--- src/rtl/bytebuf_pkg.sv ---
package bytebuf_pkg;

    typedef enum logic {
        MODE_READ  = 1'b0,
        MODE_WRITE = 1'b1
    } xfer_mode_e;

    typedef struct packed {
        logic irq;
        logic take;
        logic strobe;
        logic commit;
        logic done;
    } pulse_t;

    localparam pulse_t PULSE_NONE = '{irq: 1'b0, take: 1'b0, strobe: 1'b0,
                                      commit: 1'b0, done: 1'b0};

    function automatic xfer_mode_e mode_of(input logic is_write);
        return is_write ? MODE_WRITE : MODE_READ;
    endfunction

endpackage

--- src/rtl/bytebuf_pacer.sv ---
module bytebuf_pacer #(
    parameter int GAP = 10
) (
    input  logic clk,
    input  logic rst,
    input  logic restart,
    input  logic run,
    output logic tick
);
    localparam int CW = (GAP > 1) ? $clog2(GAP) : 1;
    localparam logic [CW-1:0] LAST = CW'(GAP - 1);

    logic [CW-1:0] cnt_q;

    assign tick = run && (cnt_q == LAST);

    always_ff @(posedge clk) begin
        if (rst || restart) begin
            cnt_q <= '0;
        end else if (run) begin
            cnt_q <= (cnt_q == LAST) ? '0 : cnt_q + 1'b1;
        end
    end
endmodule

--- src/rtl/bytebuf_tally.sv ---
module bytebuf_tally #(
    parameter int MAX_LEN = 65536,
    parameter int LEN_W   = $clog2(MAX_LEN + 1)
) (
    input  logic             clk,
    input  logic             rst,
    input  logic             clear,
    input  logic             bump,
    output logic [LEN_W-1:0] count,
    output logic             full
);
    localparam logic [LEN_W-1:0] CAP = LEN_W'(MAX_LEN);

    logic [LEN_W-1:0] cnt_q;

    assign count = cnt_q;
    assign full  = (cnt_q == CAP);

    always_ff @(posedge clk) begin
        if (rst || clear) begin
            cnt_q <= '0;
        end else if (bump && !full) begin
            cnt_q <= cnt_q + 1'b1;
        end
    end
endmodule

--- src/rtl/tape_byte_buffer.sv ---
module tape_byte_buffer
    import bytebuf_pkg::*;
#(
    parameter int BYTE_GAP = 10,
    parameter int MAX_LEN  = 65536,
    parameter int HOST_W   = 16,
    parameter int LEN_W    = $clog2(MAX_LEN + 1)
) (
    input  logic              clk,
    input  logic              rst,
    input  logic              cmd_start,
    input  logic              cmd_write,
    input  logic              wr_stopping,
    input  logic              host_rd,
    input  logic              host_wr,
    input  logic [HOST_W-1:0] host_wdata,
    output logic [7:0]        host_rdata,
    input  logic              rd_avail,
    input  logic [7:0]        rd_byte,
    output logic              rd_take,
    output logic              tape_wr_strobe,
    output logic [7:0]        tape_wr_data,
    output logic              wr_commit,
    output logic [LEN_W-1:0]  wr_len,
    output logic              xfer_end,
    output logic              busy,
    output logic              error,
    output logic              irq
);
    xfer_mode_e       mode_q;
    logic             active_q;
    logic             busy_q;
    logic             error_q;
    logic [7:0]       data_q;
    logic [7:0]       wdata_q;
    pulse_t           pulse_q;
    logic             tick;
    logic             cap_full;
    logic [LEN_W-1:0] stored;
    logic             accept;
    logic             rd_load;
    logic             wr_push;

    bytebuf_pacer #(.GAP(BYTE_GAP)) u_pacer (
        .clk     (clk),
        .rst     (rst),
        .restart (cmd_start),
        .run     (active_q && !cmd_start),
        .tick    (tick)
    );

    // A read byte is loaded only while the record continues and room is left
    assign rd_load = tick && (mode_q == MODE_READ) && rd_avail && !cap_full;
    // A write byte is taken whenever the register is full
    assign wr_push = tick && (mode_q == MODE_WRITE) && busy_q;
    assign accept  = !cmd_start && (rd_load || wr_push);

    bytebuf_tally #(.MAX_LEN(MAX_LEN), .LEN_W(LEN_W)) u_tally (
        .clk   (clk),
        .rst   (rst),
        .clear (cmd_start),
        .bump  (accept),
        .count (stored),
        .full  (cap_full)
    );

    always_ff @(posedge clk) begin
        if (rst) begin
            mode_q   <= MODE_READ;
            active_q <= 1'b0;
            busy_q   <= 1'b1;
            error_q  <= 1'b0;
            data_q   <= '0;
            wdata_q  <= '0;
            pulse_q  <= PULSE_NONE;
        end else begin
            pulse_q <= PULSE_NONE;
            if (host_wr) begin
                data_q <= host_wdata[7:0];
            end
            if (cmd_start) begin
                mode_q   <= mode_of(cmd_write);
                active_q <= 1'b1;
                busy_q   <= !cmd_write;
                error_q  <= 1'b0;
            end else begin
                if (tick) begin
                    if (mode_q == MODE_READ) begin
                        if (rd_load) begin
                            data_q       <= rd_byte;
                            busy_q       <= 1'b0;
                            pulse_q.irq  <= 1'b1;
                            pulse_q.take <= 1'b1;
                            if (!busy_q) begin
                                error_q <= 1'b1;
                            end
                        end else begin
                            active_q     <= 1'b0;
                            pulse_q.done <= 1'b1;
                        end
                    end else begin
                        if (busy_q) begin
                            if (!cap_full) begin
                                pulse_q.strobe <= 1'b1;
                                wdata_q        <= data_q;
                            end
                            busy_q      <= 1'b0;
                            pulse_q.irq <= 1'b1;
                        end else begin
                            active_q       <= 1'b0;
                            pulse_q.done   <= 1'b1;
                            pulse_q.commit <= (stored != '0);
                        end
                    end
                end
                if (active_q && (host_rd || host_wr)) begin
                    busy_q <= 1'b1;
                end
                if (active_q && host_wr && wr_stopping && (mode_q == MODE_WRITE)) begin
                    error_q <= 1'b1;
                end
            end
        end
    end

    assign host_rdata     = data_q;
    assign rd_take        = pulse_q.take;
    assign tape_wr_strobe = pulse_q.strobe;
    assign tape_wr_data   = wdata_q;
    assign wr_commit      = pulse_q.commit;
    assign wr_len         = stored;
    assign xfer_end       = pulse_q.done;
    assign busy           = busy_q;
    assign error          = error_q;
    assign irq            = pulse_q.irq;
endmodule

--- config.mk ---
export PLATFORM = sky130hd
export DESIGN_NAME = tape_byte_buffer
export DESIGN_NICKNAME = d
export VERILOG_FILES = /design/src/rtl/bytebuf_pkg.sv /design/src/rtl/bytebuf_pacer.sv /design/src/rtl/bytebuf_tally.sv /design/src/rtl/tape_byte_buffer.sv
export SDC_FILE = /design/constraint.sdc
export NUM_CORES = 1
export LEC_CHECK = 0
export ABC_AREA = 1
export BUFFER_PORTS_ARGS = -buffer_cell sky130_fd_sc_hd__buf_2
export CORE_MARGIN = 3
export CORE_UTILIZATION = 35
export CTS_BUF_LIST = sky130_fd_sc_hd__clkbuf_8
export DETAILED_ROUTE_END_ITERATION = 8
export GPL_ROUTABILITY_DRIVEN = 0
export MAX_ROUTING_LAYER = met4
export PLACE_DENSITY = 0.57
export SLEW_MARGIN = 20
export SYNTH_ARGS = -nofsm -noshare
export SYNTH_HDL_FRONTEND = slang
export SYNTH_SLANG_ARGS = --single-unit
--- constraint.sdc ---
create_clock -name clk -period 1.98 [get_ports clk]
set_input_delay 0.099 -clock clk [delete_from_list [all_inputs] [get_ports clk]]
set_output_delay 0.099 -clock clk [all_outputs]
set_load 0.005 [all_outputs]
==> run summary <==
Critical Path RT = 2.21 ns
Worst Hold Slack = 0.0313 ns
YS warnings = 0
Die Height = 87.3 um
detailed-placement wirelength estimate = 4150 um
Core ar. = 6390 um^2
vias in the first global route = 2,157
Max rail drop VDD = 356 uV
fmax = 564 MHz
placed instance area = 2670 um^2
CP delay by family, top = simple AND/OR/NAND/NOR gates
PD cells = 596 nW/um^2
Final nets = 420
DRC Markers = 0
top_reg_cell synth = dfxtp_1
Most common cell on crit path = nand3_1
crit path kind = flip-flop to flip-flop
clk sinks = 46
first-pass GRT wire length = 9920 um
pin count of the biggest net entering global routing = 23
Die W = 87.3 um
post-route cell area = 2780 um^2
register bit count reported by yosys = 46
Util after Layout = 0.435
Final min period = 1.77 ns
CP arrival = 2.00 ns
routed wire length = 5700 um
GRT Residual Overflow = 0
via count = 2,245
unrepaired setup endpoints after global routing = false
Hold Vio Cnt, Final = 0
crit path capture type = flip-flop
worst-skew pair later-pin latency = 0.30 ns
DR vias/cell = 4.84
clock-pin slew on the worst setup and hold paths = 0.09 ns
met1 wire length = 2750 um
actual slew at the worst max-slew pin = 0.676 ns
I/O pin total = 72
status = completed
clock buffer depth = 2
final period utilization = 0.895
Leak = 0.00134 uW
number of flops mapped to enable cells by yosys = 0
final setup vio count = 0
Num CTS Buffers = 5
Initial Util = 0.362
ys async rst share = 0
Syn Inst Count = 324
Clock Skew = 0.00651 ns
post-route ant nets = 0
sequential element share of the synthesized area = 0.398
met2 wire length = 2560 um
Worst Hold Class = input port to flip-flop
DR iter-0 viols = 69
share of cells above drive strength 1 = 0.227
H-tree depth = 2
Pwr Total = 1660 uW
Diodes inserted = 0
cell row count = 29
I/O Buffers = 63
post-synthesis net count = 358
initial antenna violation count = 0
die area = 7630 um^2
Startpoint Class = flip-flop
worst-path maximum fanout = 14
CTS tree = done
first-pass detailed-route iteration total = 4
CP bufs+invs = 2
Setup TNS = 0 ns
All-Layer GR Usage = 0.164
highest metal layer with signal wires = met4
Max-Cap Viols = 0
synthesized area per cell = 7.14 um^2
Max-slew headroom = 0.549
Post-Syn Area = 2310 um^2
synth unique cells = 28
max-slew violations = 0
metal3 WL = 328 um
CTS root buf = clkbuf_8
Slowest-stage cell, CP = dfxtp_1
Crit path largest cell delay = 0.37 ns
Area growth, synth to finish = 20.1%
CP cell instances = inv_1 > ha_1 > nand3_1 > nor2_1 > nand3_1 > nand2_4 > buf_4 > nand3_1 > a21oi_1
Avg WL per Cell = 12.3 um
commonest non-fill, non-tap cells in the layout = 63 x nand2_1, 63 x buf_2, 51 x nor2_1
## per-layer routing
layer  vias to the layer above  GRT usage
li1                       1170          -
met1                      1016      0.213
met2                        55      0.255
met3                         4     0.0435
met4                         0     0.0377
met5                         -          -
## report_power, final
| part | internal [uW] | total [uW] | leakage, uW | switching [uW] |
|---|---|---|---|---|
| Combinational | 47.5 | 104 | 0.000920 | 56.5 |
| Clock | 255 | 601 | 0.0000447 | 346 |
| Sequential | 939 | 952 | 0.000373 | 13.0 |
## final timing paths
check / from / endpoint / slack [ns] / depth (start not counted)
worst min register to register: error$_SDFFE_PP0P_ / error$_SDFFE_PP0P_ / 0.48 / 2
worst min-delay path: rd_byte[0] / host_rdata[0]$_SDFF_PP0_ / 0.03 / 2
worst max-delay path: u_tally.count[0]$_SDFFE_PP0P_ / u_tally.count[15]$_SDFFE_PP0P_ / 0.21 / 9
worst max register to register: u_tally.count[0]$_SDFFE_PP0P_ / u_tally.count[15]$_SDFFE_PP0P_ / 0.21 / 9
## per-stage QoR
stage	worst slack [ns]	cells
2_1_floorplan	0.494	324
3_3_place_gp	0.220	455
3_5_place_dp	0.199	455
4_1_cts	0.175	464
5_1_grt	0.0390	464
6_report	0.208	464
## synthesized netlist by cell type (4+ instances only)
master / n / area (um^2)
nor3_1: 6 / 30.0
o211a_1: 8 / 80.1
inv_1: 30 / 113
a21oi_1: 18 / 90.1
nand3_1: 41 / 205
xor2_1: 10 / 87.6
buf_4: 4 / 30.0
nor2_1: 51 / 191
dfxtp_1: 46 / 921
nand2_1: 63 / 236
nor2_2: 4 / 25.0
clkbuf_1: 4 / 15.0
o21ai_0: 12 / 60.1
nand4_1: 5 / 31.3
## cell families after synthesis
kind of cell,count (synthesis),synth area share
AO/OA/AOI/OAI,40,0.105
adder cells (fa/ha/maj),2,0.0108
XOR/XNOR,13,0.0492
flip-flops,46,0.398
AND/OR/NAND/NOR,178,0.347
buffers and inverters,45,0.0897
## worst reg2reg max path: cells and delay by family, from the launching register on
kind | cells | cell delay [ns]
AOI/OAI and AO/OA | 1 | 0.15
adders and majority gates | 1 | 0.17
buffers and inverters | 2 | 0.33
DFF | 1 | 0.37
and+or+nand+nor | 5 | 0.68
## sequential cells by signal, indices dropped and copies added, names as in the netlist, 4 cells and up
name,count
u_pacer.cnt_q,4
tape_wr_data,8
u_tally.count,17
host_rdata,8
## timing repair
action	CTS	global route
resized for setup	0	2
setup endpoints to repair	0	5
buffers inserted	0	0
hold buffers	1	0
endpoints found under the hold margin	2	0
## layout make-up
cell class / count / area (um^2)
clock buffer: 5 / 68.8
clock inverter: 3 / 25.0
fill: 694 / 3610
inverter: 33 / 124
multi-input combinational: 233 / 1200
sequential: 46 / 921
tap: 77 / 96.3
timing repair buffer: 67 / 348
No activity file was read; power rests on OpenSTA's default activity.
